[src/rtl/rsp_tx_pkg.sv]
package rsp_tx_pkg;

    localparam int HDR_BYTES = 14;
    localparam int IDX_W     = 4;
    localparam int VC_W      = 2;
    localparam int SIZE_W    = 16;

    typedef enum logic [7:0] {
        FT_NULL  = 8'h00,
        FT_WRITE = 8'h02,
        FT_ACK   = 8'h05
    } ftype_e;

    localparam logic [3:0] FL_NONE = 4'h0;
    localparam logic [3:0] FL_SOF  = 4'h1;
    localparam logic [3:0] FL_EOF  = 4'h2;

    typedef enum logic [2:0] {
        ST_IDLE,
        ST_FETCH,
        ST_WAITGNT,
        ST_HDR,
        ST_PAY
    } st_e;

    typedef struct packed {
        logic [15:0]     serial;
        logic [VC_W-1:0] chan;
    } req_t;

    typedef struct packed {
        ftype_e            ftype;
        logic [15:0]       serial;
        logic [VC_W-1:0]   chan;
        logic [3:0]        flags;
        logic [SIZE_W-1:0] size;
    } desc_t;

    // Descriptor for a read response, chosen by the fetch outcome
    function automatic desc_t read_desc(req_t r, logic [SIZE_W-1:0] cnt);
        desc_t d;
        d.serial = r.serial;
        d.chan   = r.chan;
        if (cnt == '0) begin
            d.ftype = FT_NULL;
            d.flags = FL_NONE;
            d.size  = '0;
        end else begin
            d.ftype = FT_WRITE;
            d.flags = FL_SOF | FL_EOF;
            d.size  = cnt;
        end
        return d;
    endfunction

    // One header byte by position
    function automatic logic [7:0] hdr_byte(desc_t d, logic [47:0] host,
                                           logic [15:0] proto, logic [IDX_W-1:0] idx);
        logic [7:0] b;
        case (idx)
            4'd0, 4'd1, 4'd2, 4'd3, 4'd4, 4'd5:
                b = host[8*(5 - int'(idx)) +: 8];
            4'd6:    b = d.serial[15:8];
            4'd7:    b = d.serial[7:0];
            4'd8:    b = d.ftype;
            4'd9:    b = {d.chan, 2'b00, d.flags};
            4'd10:   b = d.size[15:8];
            4'd11:   b = d.size[7:0];
            4'd12:   b = proto[15:8];
            4'd13:   b = proto[7:0];
            default: b = 8'h00;
        endcase
        return b;
    endfunction

endpackage

[src/rtl/rsp_tx_ack_slot.sv]
module rsp_tx_ack_slot
    import rsp_tx_pkg::*;
(
    input  logic  clk,
    input  logic  rst,
    input  logic  in_valid,
    input  desc_t in_desc,
    input  logic  take,
    output logic  pend,
    output desc_t pend_desc
);
    always_ff @(posedge clk) begin
        if (rst) begin
            pend      <= 1'b0;
            pend_desc <= '0;
        end else if (in_valid) begin
            pend      <= 1'b1;
            pend_desc <= in_desc;
        end else if (take) begin
            pend      <= 1'b0;
        end
    end
endmodule

[src/rtl/rsp_tx_hdr_gen.sv]
module rsp_tx_hdr_gen
    import rsp_tx_pkg::*;
#(
    parameter logic [47:0] HOST_ADDR = 48'h02_00_00_00_00_01,
    parameter logic [15:0] PROTO     = 16'h88B5
) (
    input  desc_t            desc,
    input  logic [IDX_W-1:0] idx,
    output logic [7:0]       byte_out,
    output logic             at_end
);
    always_comb begin
        byte_out = hdr_byte(desc, HOST_ADDR, PROTO, idx);
        at_end   = (idx == IDX_W'(HDR_BYTES - 1));
    end
endmodule

[src/rtl/rsp_tx_pay_cnt.sv]
module rsp_tx_pay_cnt #(
    parameter int CNT_W = 14
) (
    input  logic             clk,
    input  logic             rst,
    input  logic             load,
    input  logic [CNT_W-1:0] count,
    input  logic             dec,
    output logic             is_last
);
    logic [CNT_W-1:0] rem;

    always_ff @(posedge clk) begin
        if (rst)       rem <= '0;
        else if (load) rem <= count;
        else if (dec)  rem <= rem - 1'b1;
    end

    assign is_last = (rem == CNT_W'(1));
endmodule

[src/rtl/rsp_tx_ctrl.sv]
module rsp_tx_ctrl
    import rsp_tx_pkg::*;
#(
    parameter int          CNT_W     = 14,
    parameter logic [47:0] HOST_ADDR = 48'h02_00_00_00_00_01,
    parameter logic [15:0] PROTO     = 16'h88B5
) (
    input  logic             clk,
    input  logic             rst,
    input  logic             rd_valid,
    output logic             rd_ready,
    input  logic [15:0]      rd_serial,
    input  logic [1:0]       rd_chan,
    input  logic             ack_valid,
    input  logic [15:0]      ack_serial,
    input  logic [1:0]       ack_chan,
    input  logic [15:0]      ack_size,
    output logic [1:0]       vc_sel,
    output logic             fetch_start,
    input  logic             fetch_done,
    input  logic [CNT_W-1:0] fetch_count,
    output logic             fifo_rd,
    input  logic [7:0]       fifo_data,
    output logic             mac_req,
    input  logic             mac_gnt,
    output logic             tx_valid,
    output logic [7:0]       tx_data,
    output logic             tx_last
);
    st_e              st;
    desc_t            cur;
    req_t             rd_q;
    logic [IDX_W-1:0] idx;

    logic  pend, take, hdr_end, pay_last, accept;
    desc_t pend_desc, ack_desc;
    logic [7:0] hdr_b;

    always_comb begin
        ack_desc.ftype  = FT_ACK;
        ack_desc.serial = ack_serial;
        ack_desc.chan   = ack_chan;
        ack_desc.flags  = FL_NONE;
        ack_desc.size   = ack_size;
    end

    assign take     = (st == ST_IDLE) && pend;
    assign rd_ready = (st == ST_IDLE) && !pend && !ack_valid;
    assign accept   = rd_valid && rd_ready;

    rsp_tx_ack_slot u_ack_slot (
        .clk       (clk),
        .rst       (rst),
        .in_valid  (ack_valid),
        .in_desc   (ack_desc),
        .take      (take),
        .pend      (pend),
        .pend_desc (pend_desc)
    );

    rsp_tx_hdr_gen #(
        .HOST_ADDR (HOST_ADDR),
        .PROTO     (PROTO)
    ) u_hdr_gen (
        .desc     (cur),
        .idx      (idx),
        .byte_out (hdr_b),
        .at_end   (hdr_end)
    );

    rsp_tx_pay_cnt #(
        .CNT_W (CNT_W)
    ) u_pay_cnt (
        .clk     (clk),
        .rst     (rst),
        .load    ((st == ST_FETCH) && fetch_done),
        .count   (fetch_count),
        .dec     (st == ST_PAY),
        .is_last (pay_last)
    );

    always_ff @(posedge clk) begin
        if (rst) begin
            st          <= ST_IDLE;
            cur         <= '0;
            rd_q        <= '0;
            idx         <= '0;
            vc_sel      <= '0;
            fetch_start <= 1'b0;
        end else begin
            fetch_start <= 1'b0;
            case (st)
                ST_IDLE: begin
                    if (pend) begin
                        cur <= pend_desc;
                        st  <= ST_WAITGNT;
                    end else if (accept) begin
                        rd_q.serial <= rd_serial;
                        rd_q.chan   <= rd_chan;
                        vc_sel      <= rd_chan;
                        fetch_start <= 1'b1;
                        st          <= ST_FETCH;
                    end
                end
                ST_FETCH: begin
                    if (fetch_done) begin
                        cur <= read_desc(rd_q, SIZE_W'(fetch_count));
                        st  <= ST_WAITGNT;
                    end
                end
                ST_WAITGNT: begin
                    if (mac_gnt) begin
                        idx <= '0;
                        st  <= ST_HDR;
                    end
                end
                ST_HDR: begin
                    if (hdr_end) st <= (cur.ftype == FT_WRITE) ? ST_PAY : ST_IDLE;
                    else         idx <= idx + 1'b1;
                end
                ST_PAY: begin
                    if (pay_last) st <= ST_IDLE;
                end
                default: st <= ST_IDLE;
            endcase
        end
    end

    always_comb begin
        mac_req  = (st == ST_WAITGNT);
        tx_valid = (st == ST_HDR) || (st == ST_PAY);
        fifo_rd  = (st == ST_PAY);
        tx_data  = (st == ST_PAY) ? fifo_data : hdr_b;
        tx_last  = ((st == ST_HDR) && hdr_end && (cur.ftype != FT_WRITE))
                || ((st == ST_PAY) && pay_last);
    end
endmodule

[config.mk]
export PLATFORM = sky130hd
export DESIGN_NAME = rsp_tx_ctrl
export DESIGN_NICKNAME = d
export VERILOG_FILES = /design/src/rtl/rsp_tx_pkg.sv /design/src/rtl/rsp_tx_ack_slot.sv /design/src/rtl/rsp_tx_hdr_gen.sv /design/src/rtl/rsp_tx_pay_cnt.sv /design/src/rtl/rsp_tx_ctrl.sv
export SDC_FILE = /design/constraint.sdc
export NUM_CORES = 1
export LEC_CHECK = 0
export ABC_AREA = 0
export BUFFER_PORTS_ARGS = -buffer_cell sky130_fd_sc_hd__buf_2
export CAP_MARGIN = 20
export CORE_ASPECT_RATIO = 1.4
export CORE_MARGIN = 8
export CORE_UTILIZATION = 60
export CTS_CLUSTER_SIZE = 40
export DETAILED_ROUTE_END_ITERATION = 16
export PLACE_DENSITY = 0.85
export SKIP_LAST_GASP = 1
export SYNTH_ARGS = -nofsm -noshare
export SYNTH_HDL_FRONTEND = slang
export SYNTH_SLANG_ARGS = --single-unit
export TNS_END_PERCENT = 50
[constraint.sdc]
create_clock -name clk -period 6 [get_ports clk]
set_input_delay 0.9 -clock clk [delete_from_list [all_inputs] [get_ports clk]]
set_output_delay 0.9 -clock clk [all_outputs]
set_load 0.03 [all_outputs]
Word level (Yosys, flattened, before mapping)
Index checks and enable logic that the tools add are counted.
{"block": "totals", "ff_bits": 122, "latchBits": 0, "ram_bits": 0, "romBits": 0, "in_bits": 80, "out_inout_bits": 16, "wordCells": 97, "n_memories": 0}
{"block": "op_classes", "add_sub_neg": 3, "mul": 0, "div_mod_pow": 0, "magnitude_cmp": 0, "n_eq_ne": 27, "n_shift": 1, "mux": 23, "bitwise": 2, "reduce_logical": 25}
{"op": "$mux W46", "count": 2}
{"op": "$pmux W46 S2", "count": 1}
{"op": "$pmux W8 S9", "count": 1}
{"op": "$shiftx A48 B32 Y8 const A", "count": 1}
{"op": "$mux W14", "count": 2}
{"op": "$eq A4 B4 Y1 const B", "count": 6}
{"op": "$mux W3", "count": 7}
{"op": "$mux W18", "count": 1}
{"op": "$eq A4 B3 Y1 const B", "count": 4}
{"op": "$pmux W3 S5", "count": 1}
{"op": "$eq A14 B1 Y1 const B", "count": 1}
{"op": "$logic_not A14 Y1", "count": 1}
{"op": "$sub A14 B1 Y14 const B", "count": 1}
{"op": "$reduce_and A3 Y1", "count": 3}
{"op": "$eq A4 B2 Y1 const B", "count": 2}
{"op": "$eq A8 B2 Y1 const B", "count": 1}
{"op": "$logic_and A1 B1 Y1", "count": 8}
{"op": "$mux W4", "count": 2}
{"op": "$mux W8", "count": 1}
{"op": "$ne A8 B2 Y1 const B", "count": 1}
{"op": "$pmux W4 S2", "count": 1}
{"op": "$reduce_bool A2 Y1", "count": 4}
{"op": "$eq A3 B2 Y1 const B", "count": 2}
{"op": "$ne A2 B1 Y1 const B", "count": 3}
{"op": "other kinds (17)", "count": 24}

Longest topological paths before layout
{"block": "depth", "ltp_word": 7, "mapped_depth": 8, "depth_no_buf": 6}

Modules after synthesis
From an unflattened synthesis, not the netlist that was laid out.
{"block": "unflattened", "cells_unflattened": 680, "hier_area_um2": 6244.7}
{"module": "rsp_tx_ctrl", "instances": 1, "cells_each": 366, "area_each_um2": 3195.6, "seq_area_each_um2": 1441.4}
{"module": "rsp_tx_ack_slot", "instances": 1, "cells_each": 152, "area_each_um2": 1689.1, "seq_area_each_um2": 940.9}
{"module": "rsp_tx_pay_cnt", "instances": 1, "cells_each": 96, "area_each_um2": 832.0, "seq_area_each_um2": 280.3}
{"module": "rsp_tx_hdr_gen", "instances": 1, "cells_each": 66, "area_each_um2": 528.0, "seq_area_each_um2": 0.0}

Least setup slack after synthesis
OpenSTA, ideal clock, no wires.
{"block": "synth_timing", "kind": "register to output", "start": "register idx[0]", "end": "output port tx_data[4]", "arrival_time_ns": 2.173, "required_ns": 5.100, "path_slack_ns": 2.927, "path_stages_with_launch": 8, "n_path_buf": 2, "path_cell_list": "dfxtp_1 > ha_1 > clkbuf_1 > clkbuf_1 > a22oi_1 > o21ai_0 > a21oi_1 > o21ai_0"}
{"block": "synth_via", "elab_chain_len": 4, "word_cells_on_any_way": 19, "cone_classes": "add/sub (1); eq/ne (13); shift (1); mux (2); reduce/logical (2)"}
{"element": "start: declaration", "line": "rsp_tx_ctrl.sv:33", "source": "logic [IDX_W-1:0] idx;"}
{"element": "start signal: assignment", "line": "rsp_tx_ctrl.sv:119", "source": "else idx <= idx + 1'b1;"}
{"element": "$sub A3 B4 Y5, or another cell as far along", "line": "rsp_tx_pkg.sv:62", "source": "b = host[8*(5 - int'(idx)) +: 8];"}
{"element": "$shiftx A48 B32 Y8 / $reduce_or A6 Y1 (equally long branches)", "line": "rsp_tx_pkg.sv:62, rsp_tx_pkg.sv:60"}
{"element": "$pmux W8 S9 (*)", "line": "rsp_tx_pkg.sv:60", "source": "case (idx)"}
{"element": "$mux W8 (*)", "line": "rsp_tx_ctrl.sv:133", "source": "tx_data = (st == ST_PAY) ? fifo_data : hdr_b;"}
{"element": "end: declaration", "line": "rsp_tx_ctrl.sv:27", "source": "output logic [7:0] tx_data,"}
Every way passes the cells marked *; elsewhere a longest branch is shown, timed or not.

Worst setup path in the final report
{"block": "layout_timing", "start": "register idx[0]", "end": "output port tx_data[7]"}
Same word-level chain as after synthesis.

==> insert_results.sql <==
INSERT INTO impl_metrics (metric_group, metric, value, unit) VALUES
('clock_network', 'cts-resized-gates', '0', ''),
('floorplan', 'initial_core_util', '61.26', '%'),
('layout', 'layout_commonest_cell', 'sky130_fd_sc_hd__dfxtp_1', ''),
('sta', 'max_slew_margin', '45.01', '%'),
('place', 'detailed_place_hpwl', '10190', 'um'),
('sta', 'tightestPinTransition', '0.8248', 'ns'),
('min_path', 'worst_min_delay_path_startpoint', 'rd_q[12]', ''),
('clock_network', 'number_of_clock_buffers_inserted_by_tritoncts', '9', ''),
('power', 'switching_share', '29.22', '%'),
('setup_path', 'worstPathArrival', '2.97', 'ns'),
('clock_network', 'path_clk_slew', '0.07', 'ns'),
('power', 'share_clk_of_total_power', '34.1', '%'),
('power', 'cell_internal_pwr', '1299', 'uW'),
('sta', 'timing.final.max_slew_violations', '0', ''),
('floorplan', 'die_height', '129.0', 'um'),
('sta', 'clock.fmax', '258.1', 'MHz'),
('global_route', 'first_global_vias', '4760', ''),
('power', 'p_per_area', '296.1', 'mW/mm^2'),
('sta', 'fin_clk_skew', '0.009098', 'ns'),
('setup_path', 'critPathRequiredTime', '5.10', 'ns'),
('power', 'seq_power_share', '47.1', '%'),
('sta', 'totalNegativeSetupSlack', '0', 'ns'),
('clock_network', 'cts_hold_bufs', '0', ''),
('sta', 'final.min_clock_period', '3.874', 'ns'),
('setup_path', 'reg2reg_from', 'st[2]', ''),
('routing', 'postRouteWirelength', '14210', 'um'),
('setup_path', 'setup.worst_path.start', 'idx[0]', ''),
('clock_network', 'cts-htree-levels', '3', ''),
('floorplan', 'die_area', '0.01247', 'mm^2'),
('synth', 'asr_flop_ratio_synth', '0', '%'),
('routing', 'detail_route.first_pass.iterations', '5', ''),
('global_route', 'residual_overflow_from_global_routing', '0', ''),
('clock_network', 'cts_post_setup_buffers_inserted', '0', ''),
('global_route', 'global_route_wire_length_before_repair', '22960', 'um'),
('routing', 'ant_nets', '0', ''),
('clock_network', 'cts_tree', 'done', ''),
('sta', 'period_share', '64.56', '%'),
('min_path', 'min_path_type', 'reg2reg', ''),
('global_route', 'grt_antenna_before_repair', '0', ''),
('layout', 'stdcell_area', '0.006197', 'mm^2'),
('sta', 'finalHoldViolations', '0', ''),
('power', 'leakage', '0.002456', 'uW'),
('power', 'vdd_drop_max', '226.0', 'uV'),
('synth', 'synth.cell_area', '0.005468', 'mm^2'),
('run', 'max_cap_violations', '0', ''),
('routing', 'detail_route.iter0.violations', '352', ''),
('sta', 'setup_violations', '0', ''),
('place', 'placedInstanceArea', '0.005882', 'mm^2'),
('routing', 'vias', '4817', ''),
('synth', 'post_synth_num_cell_types', '58', ''),
('floorplan', 'std_cell_rows', '41', ''),
('setup_path', 'cp-start-kind', 'flop', ''),
('layout', 'antenna_cells', '0', ''),
('routing', 'drc', '0', ''),
('floorplan', 'floorplan.die.width', '96.68', 'um'),
('setup_path', 'timing.critical_path.fanout_max', '16', ''),
('clock_network', 'worst_skew_pair.late_latency', '0.35', 'ns'),
('layout', 'final_core_utilization', '69.43', '%'),
('layout', 'finalNetCount', '770', ''),
('setup_path', 'crit_path_end_kind', 'output port', ''),
('synth', 'ys_ff_latch', '112', ''),
('place', 'gpl.final_weighted_congestion', '0.9356', ''),
('floorplan', 'number_of_top_level_pins', '96', ''),
('layout', 'multi_input_area', '0.002945', 'mm^2'),
('power', 'power_spent_charging_and_discharging_nets', '536.1', 'uW'),
('routing', 'via_per_inst', '6.074', ''),
('synth', 'syn-mean-instance-area', '8.819', 'um^2'),
('clock_network', 'cts_num_sinks', '112', ''),
('outcome', 'outcome', 'completed', ''),
('layout', 'layout.cells.most_common_list', '112 x sky130_fd_sc_hd__dfxtp_1, 94 x sky130_fd_sc_hd__buf_2, 91 x sky130_fd_sc_hd__nor2_1, 62 x sky130_fd_sc_hd__nand2_1, 57 x sky130_fd_sc_hd__mux2i_1', ''),
('synth', 'postSynthCellCount', '620', '');
[flip-flops by register name, summed over array words and instances, names as in the netlist]
register and flops:
u_pay_cnt.rem 14, st 3, rd_q 18, fetch_start 1
idx 4, u_ack_slot.pend_desc 35, cur 36, u_ack_slot.pend 1
[layer usage]
layer | GRT usage, % | vias up | routed length (um)
li1 | - | 2348 | -
met5 | 0 | - | 0
met4 | 11.99 | 0 | 490
met1 | 25.18 | 2271 | 5771
met2 | 38.90 | 157 | 7229
met3 | 4.558 | 41 | 714
[worst max-delay path: stages, from the launching register on]
cell                      delay [ns]
sky130_fd_sc_hd__dfxtp_1        0.50
sky130_fd_sc_hd__inv_1          0.13
sky130_fd_sc_hd__ha_1           0.40
sky130_fd_sc_hd__nor3_1         0.29
sky130_fd_sc_hd__o22ai_1        0.13
sky130_fd_sc_hd__o31ai_2        0.75
sky130_fd_sc_hd__o21ai_0        0.20
sky130_fd_sc_hd__buf_2          0.22
[final timing paths]
path	endpoint	slack (ns)	depth (start not counted)
hold reg to reg	rd_q[12]	0.46	2
setup reg to reg	u_pay_cnt.rem[13]	3.57	5
setup / recovery	tx_data[7]	2.13	7
hold / removal	rd_q[12]	0.46	2
[cells in the mapped netlist, drive strengths merged (9+ instances only)]
cell type	count	share of area, %
buf	26	2.9
nor2	91	6.2
a22oi	22	3.0
a211oi	33	7.1
dfxtp	112	41
ha	9	2.1
clkbuf	24	1.6
nand2	63	4.5
o21ai	26	2.4
mux2i	57	10
a21oi	42	3.8
inv	12	0.82
[area by class of cell]
| type | count | share of cell area [%] |
|---|---|---|
| multi-input combinational | 446 | 47.53 |
| sequential | 112 | 36.18 |
| timing repair buffer | 100 | 8.318 |
| clock buffer | 11 | 4.078 |
| tap | 107 | 2.160 |
| clock inverter | 5 | 1.009 |
| inverter | 12 | 0.7268 |
[stage by stage]
stage | std cells | worst slack, ns
final | 793 | 2.126
after CTS | 793 | 2.163
after floorplan | 620 | 2.927
after global routing | 793 | 1.803
after detailed placement | 777 | 2.539
after global placement | 777 | 2.583
[logic make-up (layout without fill, tap and decap cells)]
group | count (synthesis) | after routing | synth area share [%]
AND/OR/NAND/NOR | 216 | 216 | 18.54
AO/OA/AOI/OAI | 160 | 160 | 21.99
flip-flops | 112 | 112 | 41.01
buffers and inverters | 62 | 128 | 5.332
multiplexers | 57 | 57 | 10.43
adder cells (fa/ha/maj) | 9 | 9 | 2.060
XOR/XNOR | 4 | 4 | 0.6407
[power by group through the flow]
stage	Sequential (uW)	Clock, uW	Combinational, uW
CTS	863	631	345
global route	872	663	381
finish	865	625	345
floorplan	856	0	280
detailed placement	880	0	343
global placement	877	0	331
Power figures use the tool's default switching activity.
